### src/rtl/dwa_pkg.sv
package dwa_pkg;

  typedef enum logic [1:0] {
    WC_B1  = 2'd0,
    WC_B2  = 2'd1,
    WC_B4  = 2'd2,
    WC_RSV = 2'd3
  } wcode_e;

  typedef logic [2:0] lanes_t;

  // Number of byte lanes a width code stands for; 0 marks the reserved code.
  function automatic lanes_t code_lanes(input logic [1:0] code);
    case (wcode_e'(code))
      WC_B1:   return 3'd1;
      WC_B2:   return 3'd2;
      WC_B4:   return 3'd4;
      default: return 3'd0;
    endcase
  endfunction

endpackage

### src/rtl/dwa_decode.sv
module dwa_decode
  import dwa_pkg::*;
#(
  parameter int LANES = 4
) (
  input  logic [1:0] src_code,
  input  logic [1:0] dst_code,
  output lanes_t     src_lanes,
  output lanes_t     dst_lanes,
  output logic       cfg_bad,
  output logic       grow,
  output logic       shrink
);

  logic src_ok;
  logic dst_ok;

  function automatic logic lanes_fit(input lanes_t n);
    return (n != 3'd0) && (int'(n) <= LANES);
  endfunction

  always_comb begin
    src_lanes = code_lanes(src_code);
    dst_lanes = code_lanes(dst_code);
    src_ok    = lanes_fit(src_lanes);
    dst_ok    = lanes_fit(dst_lanes);
    cfg_bad   = !(src_ok && dst_ok);
    grow      = !cfg_bad && (dst_lanes > src_lanes);
    shrink    = !cfg_bad && (dst_lanes < src_lanes);
  end

endmodule

### src/rtl/dwa_widen.sv
module dwa_widen
  import dwa_pkg::*;
#(
  parameter int DATA_W = 32
) (
  input  logic [DATA_W-1:0] din,
  input  lanes_t            src_lanes,
  input  lanes_t            dst_lanes,
  input  logic              sign_mode,
  output logic [DATA_W-1:0] dout,
  output logic              fill_bit
);

  localparam int LANES = DATA_W / 8;

  // Top bit of the source single, found by lane count.
  function automatic logic src_msb(input logic [DATA_W-1:0] d, input lanes_t n);
    logic r;
    r = 1'b0;
    for (int k = 0; k < LANES; k++) begin
      if (k + 1 == int'(n)) r = d[8*k+7];
    end
    return r;
  endfunction

  assign fill_bit = sign_mode & src_msb(din, src_lanes);

  for (genvar g = 0; g < LANES; g++) begin : g_lane
    always_comb begin
      if (g < int'(src_lanes)) begin
        dout[8*g +: 8] = din[8*g +: 8];
      end else if (g < int'(dst_lanes)) begin
        dout[8*g +: 8] = {8{fill_bit}};
      end else begin
        dout[8*g +: 8] = 8'h00;
      end
    end
  end

endmodule

### src/rtl/dwa_narrow.sv
module dwa_narrow
  import dwa_pkg::*;
#(
  parameter int DATA_W = 32
) (
  input  logic [DATA_W-1:0] din,
  input  lanes_t            src_lanes,
  input  lanes_t            dst_lanes,
  input  logic              keep_high,
  output logic [DATA_W-1:0] dout
);

  localparam int LANES = DATA_W / 8;

  int unsigned lane_skip;

  function automatic logic [7:0] lane_at(input logic [DATA_W-1:0] d, input int unsigned idx);
    logic [7:0] r;
    r = 8'h00;
    for (int k = 0; k < LANES; k++) begin
      if (k == int'(idx)) r = d[8*k +: 8];
    end
    return r;
  endfunction

  always_comb begin
    lane_skip = 0;
    if (keep_high && (src_lanes > dst_lanes)) begin
      lane_skip = int'(src_lanes) - int'(dst_lanes);
    end
  end

  for (genvar g = 0; g < LANES; g++) begin : g_lane
    always_comb begin
      if (g < int'(dst_lanes)) begin
        dout[8*g +: 8] = lane_at(din, lane_skip + g);
      end else begin
        dout[8*g +: 8] = 8'h00;
      end
    end
  end

endmodule

### src/rtl/dwa_top.sv
module dwa_top
  import dwa_pkg::*;
#(
  parameter int DATA_W     = 32,
  parameter bit REGISTERED = 1'b1
) (
  input  logic              clk,
  input  logic              rst_n,
  input  logic [DATA_W-1:0] src_data,
  input  logic [1:0]        src_wcode,
  input  logic [1:0]        dst_wcode,
  input  logic              pad_mode,
  output logic [DATA_W-1:0] dst_data,
  output logic              cfg_err
);

  localparam int LANES = DATA_W / 8;

  lanes_t            src_lanes;
  lanes_t            dst_lanes;
  logic              cfg_bad;
  logic              grow;
  logic              shrink;
  logic              fill_bit;
  logic [DATA_W-1:0] widen_out;
  logic [DATA_W-1:0] narrow_out;
  logic [DATA_W-1:0] next_data;

  dwa_decode #(.LANES(LANES)) u_decode (
    .src_code  (src_wcode),
    .dst_code  (dst_wcode),
    .src_lanes (src_lanes),
    .dst_lanes (dst_lanes),
    .cfg_bad   (cfg_bad),
    .grow      (grow),
    .shrink    (shrink)
  );

  // Also serves equal widths: no fill lanes exist then, so pad_mode has no effect.
  dwa_widen #(.DATA_W(DATA_W)) u_widen (
    .din       (src_data),
    .src_lanes (src_lanes),
    .dst_lanes (dst_lanes),
    .sign_mode (pad_mode),
    .dout      (widen_out),
    .fill_bit  (fill_bit)
  );

  dwa_narrow #(.DATA_W(DATA_W)) u_narrow (
    .din       (src_data),
    .src_lanes (src_lanes),
    .dst_lanes (dst_lanes),
    .keep_high (pad_mode),
    .dout      (narrow_out)
  );

  always_comb begin
    if (cfg_bad)     next_data = '0;
    else if (shrink) next_data = narrow_out;
    else             next_data = widen_out;
  end

  if (REGISTERED) begin : g_reg
    always_ff @(posedge clk or negedge rst_n) begin
      if (!rst_n) begin
        dst_data <= '0;
        cfg_err  <= 1'b0;
      end else begin
        dst_data <= next_data;
        cfg_err  <= cfg_bad;
      end
    end
  end else begin : g_comb
    assign dst_data = next_data;
    assign cfg_err  = cfg_bad;
  end

endmodule

### config.mk
export PLATFORM = sky130hd
export DESIGN_NAME = dwa_top
export DESIGN_NICKNAME = d
export VERILOG_FILES = /design/src/rtl/dwa_pkg.sv /design/src/rtl/dwa_decode.sv /design/src/rtl/dwa_widen.sv /design/src/rtl/dwa_narrow.sv /design/src/rtl/dwa_top.sv
export SDC_FILE = /design/constraint.sdc
export NUM_CORES = 1
export LEC_CHECK = 0
export ABC_AREA = 0
export BUFFER_PORTS_ARGS = -buffer_cell sky130_fd_sc_hd__buf_2
export CAP_MARGIN = 20
export CELL_PAD_IN_SITES_DETAIL_PLACEMENT = 0
export CELL_PAD_IN_SITES_GLOBAL_PLACEMENT = 1
export CORE_MARGIN = 2
export CORE_UTILIZATION = 40
export DETAILED_ROUTE_END_ITERATION = 10
export PLACE_DENSITY_LB_ADDON = 0.15
export SLEW_MARGIN = 15
export SYNTH_ARGS = -nofsm -noshare
export SYNTH_HDL_FRONTEND = slang
export SYNTH_SLANG_ARGS = --single-unit
export TNS_END_PERCENT = 30
### constraint.sdc
create_clock -name clk -period 0.8 [get_ports clk]
set_clock_uncertainty 0.05 [all_clocks]
set_input_delay 0.16 -clock clk [delete_from_list [all_inputs] [get_ports clk]]
set_output_delay 0.16 -clock clk [all_outputs]
set_load 0.05 [all_outputs]
==> results.md, run 1 <==
Outcome:
- The run finished, with violations left.
- The final reports fail on negative setup slack.

STA:
- Across all hold checks on the routed design, the worst slack comes to 0.0850 ns.
- The final-report max-slew violation count is 0.
- Setup repair after global routing could not meet its margin everywhere.
- The highest clock rate is 0.278 GHz.
- The final count of hold timing violations was 0.
- The count of endpoints failing setup in the final report is 66.
- After layout, the worst path uses 450% of the clock period.
- The transition time at the pin with the least slew margin is 0.896 ns.
- The routed design could run at a clock period as short as 3.60 ns.
- The tightest slew margin relative to the limit is 39.8%.
- The final sum of negative setup slack is -83.34 ns.
- The post-route worst setup slack is -2.80 ns.

Detailed routing:
- In this run the remaining antenna-violating nets after routing total 0.
- The detailed-router iteration count before antenna repair is 7.
- The total length of routed met3 wires is 837 um.
- In the final routed layout, each cell accounts on average for 17.7 um.
- The total via count after detailed routing is 3,493.
- The sum of met2 wire segment lengths after detailed routing is 5410 um.
- The first-iteration detailed-routing DRC count is 254.
- The total wire length after detailed routing is 11,000 um.
- The routed length on met1 is 4270 um.
- For this run, design rule violations remaining after detail routing come to 0.
- After detailed routing, the number of vias per cell comes to 5.62.
- The highest metal layer used by the detailed router is met4.

Synthesis:
- For this run, the register share of the synthesized area comes to 29.0%.
- The mean instance size in the synthesized netlist is 8.54 um2.
- The gate count after technology mapping is 334.
- The number of flops mapped to enable cells by yosys is 0.
- The most instantiated flip-flop cell in the synthesis netlist is dfrtp_1.
- Of all flip-flops after synthesis, the portion carrying an async set or reset was 100%.
- The number of library cell types mapped by synthesis is 58.
- The Yosys step of the flow raised 0 warnings.
- The net count of the mapped netlist is 400.
- Summing every instance area after synthesis gives 0.00285 mm2.
- The post-synthesis register bit count is 33.

Floorplan:
- The initial utilization of the core area, before any placement, comes to 41.7%.
- The die is 88.4 um tall.
- The area of the die is 0.00782 mm2.
- The die boundary width is 88.4 um.
- 72 I/O pins were placed.
- The floorplan row count is 30.
- The area of the placeable core is 0.00683 mm2.

CTS:
- The number of clock sinks seen by CTS is 33.
- The number of buffers on the longest clock path is 2.
- TritonCTS built the clock tree.
- The number of CTS-inserted buffers is 5.
- The H-tree was split into 2 levels.
- Clock tree synthesis selected as its root buffer the cell clkbuf_8.
- The post-CTS clock slew at the launch and capture registers of the worst setup and hold paths is 0.07 ns.

Place:
- Routability-driven placement finished with a final weighted congestion of 0.941.
- The total of buffers placed on input and output ports is 71.
- The HPWL reported at the end of detailed placement is 8250 um.

Worst setup path:
- STA classifies the critical path endpoint as a flop.
- The setup path with the least slack is of type in -> reg.
- At the worst endpoint, the required time is 0.92 ns.
- The critical path arrival is 3.72 ns.
- The worst setup path is launched from an input port.
- The maximum fanout count along the critical path is 8.
- The startpoint of the worst setup timing path is src_wcode[0].

Power:
- Dividing total power by cell area gives a power density of 1350 mW/mm2.
- The switching fraction of total power is 39.4%.
- Of the total power, combinational logic draws 54.1%.
- Summed over all nets, the switching power comes to 2.65 mW.
- The analysis attributes to cell leakage a power of 2.42 nW.
- The part of the total power dissipated in the clock network is 18.1%.
- Across the VDD grid, the largest voltage drop is 0.000872 V.
- The internal power component is 4.09 mW.
- Of the total power, registers draw 27.8%.

Layout:
- The repair_antennas step left the layout with diodes totalling 0.
- Compared with the post-synthesis result, the final layout area differs by 75.6%.
- The net count of the finished layout is 590.
- The layout has 534 filler cells.
- The share of cells above drive strength 1 is 52.4%.
- The utilization after layout is 73.3%.

GRT:
- Entering global routing, the biggest net connects 27 pins.
- The number of global-route vias before repair is 3,426.
- The global route total overflow is 0.
- The initial antenna violation count is 0.
- The overall fraction of global-route tracks in use is 28.7%.
- The first global-routing pass estimated 17,100 um of wire.

Worst hold path:
- The path class of the tightest hold or removal check is in -> reg.
- The worst hold path begins at src_data[27].

Run:
- The tool flagged a number of max-cap violations equal to 0.
[power by group through the flow]
| stage | clock network, mW | logic, mW | registers, mW |
|---|---|---|---|
| CTS | 1.24 | 3.45 | 1.87 |
| floorplan | 0 | 1.22 | 2.37 |
| global placement | 0 | 3.01 | 1.87 |
| finish | 1.22 | 3.65 | 1.88 |
| global route | 1.31 | 3.88 | 1.89 |
| detailed placement | 0 | 3.05 | 1.87 |
[registers in the layout, summed over array words and instances (netlist names)]
register,flops
dst_data,32
cfg_err,1
[worst paths after layout]
kind,endpoint,slack [ns],cells after the start
setup / recovery,dst_data[8],-2.80,19
hold / removal,dst_data[3],0.09,3
max in group asynchronous,dst_data[28],0.08,3
min in group asynchronous,dst_data[17],0.22,2
[layer usage]
layer	vias up	global-route usage, %
met5	-	0
met4	0	13.9
met3	36	4.38
met2	180	48.9
met1	1646	35.3
li1	1631	-
[cells in the final DEF, fill, tap and decap left out, drive strengths merged, types with 8 or more instances in the layout]
cell    netlist  final
a221oi       14     14
mux2          8      8
a21oi        26     26
and2         13     13
nor2         22     22
a211o         8      8
o22ai        12     12
dfrtp        33     33
inv          27     27
and3          8      8
buf           6    195
ha           25     25
o21ai        14     14
nand2        35     35
[worst max-delay path, cell delays in order]
cell	delay [ns]
buf_8	0.11
inv_6	0.05
ha_4	0.14
inv_4	0.04
ha_4	0.15
fa_2	0.33
inv_2	0.07
fa_2	0.19
and2_4	0.17
and3_4	0.21
ha_4	0.15
ha_4	0.14
nand2_4	0.05
ha_4	0.16
nor4b_4	0.22
or3b_4	0.44
o31a_1	0.33
a32o_2	0.30
a211o_1	0.31
[area by class of cell]
type / count / area [um2] / share of cell area (%)
well taps: 96 / 120 / 2.40
inverters: 27 / 125 / 2.50
clock inverters: 2 / 10.0 / 0.200
flip-flops and latches: 33 / 826 / 16.5
multi-input cells: 261 / 2230 / 44.5
repair buffers: 196 / 1630 / 32.5
clock buffers: 6 / 72.6 / 1.45
[cells by family (layout without fill, tap and decap cells)]
group	Yosys count	after routing	share of synthesized area (%)
flip-flops	33	33	29.0
adder cells (fa/ha/maj)	27	27	12.4
buffers and inverters	40	231	5.66
multiplexers	8	8	3.16
AO/OA/AOI/OAI	108	108	26.9
AND/OR/NAND/NOR	118	118	23.0
[through the flow]
stage | std cells | area, um2 | setup slack, ns | total power [mW]
after global placement | 598 | 4270 | -3.19 | 4.88
after detailed placement | 598 | 4270 | -3.27 | 4.92
after global routing | 621 | 5010 | -2.92 | 7.07
after CTS | 615 | 4840 | -2.76 | 6.57
after floorplan | 334 | 3020 | -3.16 | 3.59
final | 621 | 5010 | -2.80 | 6.74
[cell usage after synthesis, types with 4 or more instances]
cell / count / area (um2)
a211o_1: 8 / 70.1
a21oi_1: 26 / 130
a221oi_1: 14 / 123
and2_1: 13 / 81.3
and3_1: 8 / 50.1
clkbuf_1: 6 / 22.5
dfrtp_1: 33 / 826
ha_1: 25 / 313
inv_1: 26 / 97.6
mux2_2: 8 / 90.1
nand2_1: 34 / 128
nand3_1: 7 / 35.0
nor2_1: 22 / 82.6
nor3_1: 5 / 25.0
nor4bb_1: 4 / 40.0
o211ai_1: 6 / 45.0
o21ai_0: 4 / 20.0
o21ai_1: 10 / 50.1
o221a_1: 6 / 67.6
o22ai_1: 12 / 75.1
[timing repair]
| item | 4_1_cts | 5_1_grt |
|---|---|---|
| setup endpoints to repair | 66 | 66 |
| resized for setup | 112 | 25 |
| hold buffers | 1 | 0 |
| setup buffers | 9 | 6 |
| endpoints found under the hold margin | 33 | 0 |
| pin swaps | 47 | 24 |
(Power assumes the default switching activity.)
==> inputs of run 2 (changes only) <==
--- a/config.mk
+++ b/config.mk
@@ -11,9 +11,10 @@
 export CELL_PAD_IN_SITES_DETAIL_PLACEMENT = 0
 export CELL_PAD_IN_SITES_GLOBAL_PLACEMENT = 1
 export CORE_MARGIN = 2
-export CORE_UTILIZATION = 40
+export CORE_UTILIZATION = 25
 export DETAILED_ROUTE_END_ITERATION = 10
 export PLACE_DENSITY_LB_ADDON = 0.15
+export RECOVER_POWER = 100
 export SLEW_MARGIN = 15
 export SYNTH_ARGS = -nofsm -noshare
 export SYNTH_HDL_FRONTEND = slang
==> run 2 against run 1 <==
The run still ends with negative setup slack left; die area rose by 57%; sequential share of layout area decreased by 0.64 points; power is 17% higher; highest routed layer unchanged; first-iteration DRC count down 14%; sequential cell count unchanged; global-route usage down 8.2 points; utilization shrank 27 points; worst hold slack gained 0.029 ns; worst setup slack worse by 0.066 ns; final cell count rose by 6.8%; critical path type unchanged; combinational power increased by 2%; count of clock-buffer cells in the layout increased by 1.
==> results.md, run 2 (synthesized netlist as in run 1, its figures left out) <==
Layout:
- The register with the most flip-flops in the layout has 32 of them.
- The library cell used most frequently in the layout, excluding fill and tap cells, is buf_4.
- The largest registers in the layout are dst_data: 32 flops, cfg_err: 1 flops.
- The share of cells above drive strength 1 is 54.8%.
- The antenna diode instance count is 0.
- The count of filler cells inserted in the layout is 1,122.
- The sequential cells in the finished layout cover a total of 826 um2.
- Summing all non-filler instances in the final layout gives an area of 0.00521 mm2.
- The top cell types in the final layout, fill and taps aside, are buf_4 (105), buf_6 (46), buf_2 (34), dfrtp_1 (33), nand2_1 (32).
- At the end of the flow, the number of nets in the layout was 585.
- The register with the most flip-flops is dst_data.
- From synthesis to final layout, the design area changed by 82.7%.
- Excluding fillers, the count of instances in the completed layout stands at 663.
- The utilization after layout is 46.2%.
- The multi-input combinational cells in the finished layout cover a total of 0.00233 mm2.

Detailed routing:
- The total via count after detailed routing is 3,403.
- The first-iteration detailed-routing DRC count is 219.
- The detailed-router iteration count before antenna repair is 5.
- For this run, design rule violations remaining after detail routing come to 0.
- The total wire length after detailed routing is 12,400 um.
- The via count normalized by instance count is 5.13.
- The routed length per placed instance is 18.6 um.
- The antenna violation net count after detailed routing is 0.

Power:
- Across the VDD grid, the largest voltage drop is 0.000991 V.
- For this design the static power due to leakage is 2.45 nW.
- The part of the total power dissipated in the clock network is 28.8%.
- The total power is 7.89 mW.
- For this design the total switching power over the nets is 2.83 mW.
- Of the total power, combinational logic draws 47.3%.
- The switching fraction of total power is 35.8%.
- The internal power component is 5.07 mW.
- The relative contribution of sequential cells to total power is 23.9%.
- The total power density per cell area is 1520 mW/mm2.

CTS:
- Clock-pin slew was measured on the worst setup and hold paths at 0.06 ns.
- The clock net in this run drives a total of 33 sinks.
- The root buffer cell is clkbuf_16.
- In this run the number of H-tree levels came out at 2.
- The longest clock path from root to sink contains 2 buffers.
- The TritonCTS clock tree is built.
- TritonCTS created 5 clock buffers.

Run:
- Across the run, the number of max-cap violations was 0.

Floorplan:
- In this run the vertical extent of the chip is 111 um.
- The total I/O pin count is 72.
- The total area inside the core boundary comes to 0.0113 mm2.
- The starting utilization of the core area is 25.3%.
- The floorplan row count is 39.
- Measured along the x axis, the die boundary spans 111 um.
- The die covers 0.0123 mm2.

STA:
- The hold slack is 0.114 ns.
- The tightest slew margin relative to the limit is 34.8%.
- The final count of hold timing violations is 0.
- Once routing completed, OpenROAD measured the worst setup slack at -2.87 ns.
- Subtracting the final worst setup slack from the clock period gives 3.67 ns.
- At the pin with the least slew margin, the transition time is 0.970 ns.
- The final cycle utilization of the critical path is 458%.
- Setup violations remaining at the end of the flow were counted as 66.
- The final sum of negative setup slack is -83.82 ns.
- The final-report max-slew violation count came to 0.
- Based on the critical path, the design can be clocked at up to 0.273 GHz.
- Setup repair after global routing could not meet its margin everywhere.

Worst setup path:
- The number of buffers and inverters on the critical path is 4.
- STA puts the critical path data required time at 0.91 ns.
- The cell repeated most along the worst path is ha_4.
- The type of origin of the critical path is an input port.
- The type of destination of the critical path is a flop.
- Broken down by cell family, the worst path's largest delay share belongs to adder cells.
- In this run the worst setup path terminates at dst_data[8].
- The signal on the critical path passes through buf_8 -> inv_6 -> ha_4 -> inv_2 -> ha_4 -> fa_2 -> inv_2 -> fa_2 -> and2_4 -> and3_4 -> ha_4 -> ha_4 -> nand2_4 -> ha_4 -> nor4b_4 -> or3b_4 -> o31a_1 -> a32o_2 -> a211o_1.
- The maximum fanout count along the critical path is 8.
- The critical path arrival is 3.78 ns.
- The setup path with the least slack is of type in -> reg.
- The critical path runs through a total of 19 cells.
- The startpoint of the worst setup timing path is src_wcode[0].
- The peak per-stage delay on the critical path is 0.42 ns.
- The cell with the largest stage delay on the worst path is or3b_4.

Outcome:
- The final reports fail on negative setup slack.
- The flow ran to the end, but the final reports show violations.

GRT:
- The first-pass GRT wire length is 19,700 um.
- The initial antenna violation count is 0.
- The overall fraction of global-route tracks in use is 20.5%.
- The maximum number of pins on one net before global-route repair is 34.
- The number of global-route vias before repair was 3,493.
- Summed over all layers, the global routing overflow is 0.

Place:
- The total of buffers placed on input and output ports is 71.
- After legalization and detailed placement, the total HPWL measured 9610 um.
- In this run the cell area measured after placement is 0.00437 mm2.
- After detailed placement, the design holds a cell count of 647.
- The final estimated routing congestion in global placement is 0.857.
- At the placement stage, the worst setup path has a slack of -3.34 ns.

Worst hold path:
- The type of the tightest min-delay check is in -> reg.
- The number of instances on the worst hold path is 3.
## run 2: cell count changes in the layout (fill, tap and decap cells not counted), moves of 3 or more
| cell | delta |
|---|---|
| ha_4 | +4 |
| clkbuf_8 | -4 |
| clkbuf_16 | +5 |
| o22ai_2 | +4 |
| buf_6 | -3 |
| ha_1 | -5 |
| o22ai_1 | -4 |
## run 2: layer usage
layer / part of all wire [%] / global-route usage (%) / vias to the layer above
li1: - / - / 1623
met5: 0 / 0 / -
met3: 6.7 / 3.39 / 15
met1: 40 / 25.6 / 1642
met2: 51 / 36.5 / 123
met4: 1.9 / 5.83 / 0
## run 2: tightest hold or removal path: stages
cell     delay (ns)
buf_2          0.12
nand2_1        0.07
o21ai_2        0.06
## run 2: power groups by stage
stage,Sequential (mW),Combinational [mW],Clock [mW]
floorplan,2.37,1.22,0
detailed placement,1.88,3.17,0
CTS,1.89,3.63,2.31
finish,1.89,3.73,2.28
global route,1.90,3.99,2.39
global placement,1.88,3.14,0
## run 2: what timing repair did
action | in CTS | in global routing
pin swaps | 45 | 27
setup buffers | 10 | 2
hold endpoints to repair | 33 | 0
resized for setup | 124 | 29
setup endpoints to repair | 66 | 66
hold buffers | 1 | 0
## run 2: final cells by class
cell class                 instances  share of cell area (%)
multi-input combinational        261                    44.6
timing repair buffer             191                    30.4
sequential                        33                    15.9
tap                              143                    3.43
clock buffer                       7                    2.74
inverter                          27                    2.40
clock inverter                     1                   0.576
## run 2: worst min-delay path by stage
stage	start	endpoint	slack (ns)
after detailed placement	rst_n	dst_data[6]	0.09
final	src_data[16]	dst_data[16]	0.11
after CTS	src_data[19]	dst_data[19]	0.09
after floorplan	rst_n	cfg_err	-0.19
after global placement	rst_n	dst_data[21]	0.08
after global routing	src_data[16]	dst_data[16]	0.12
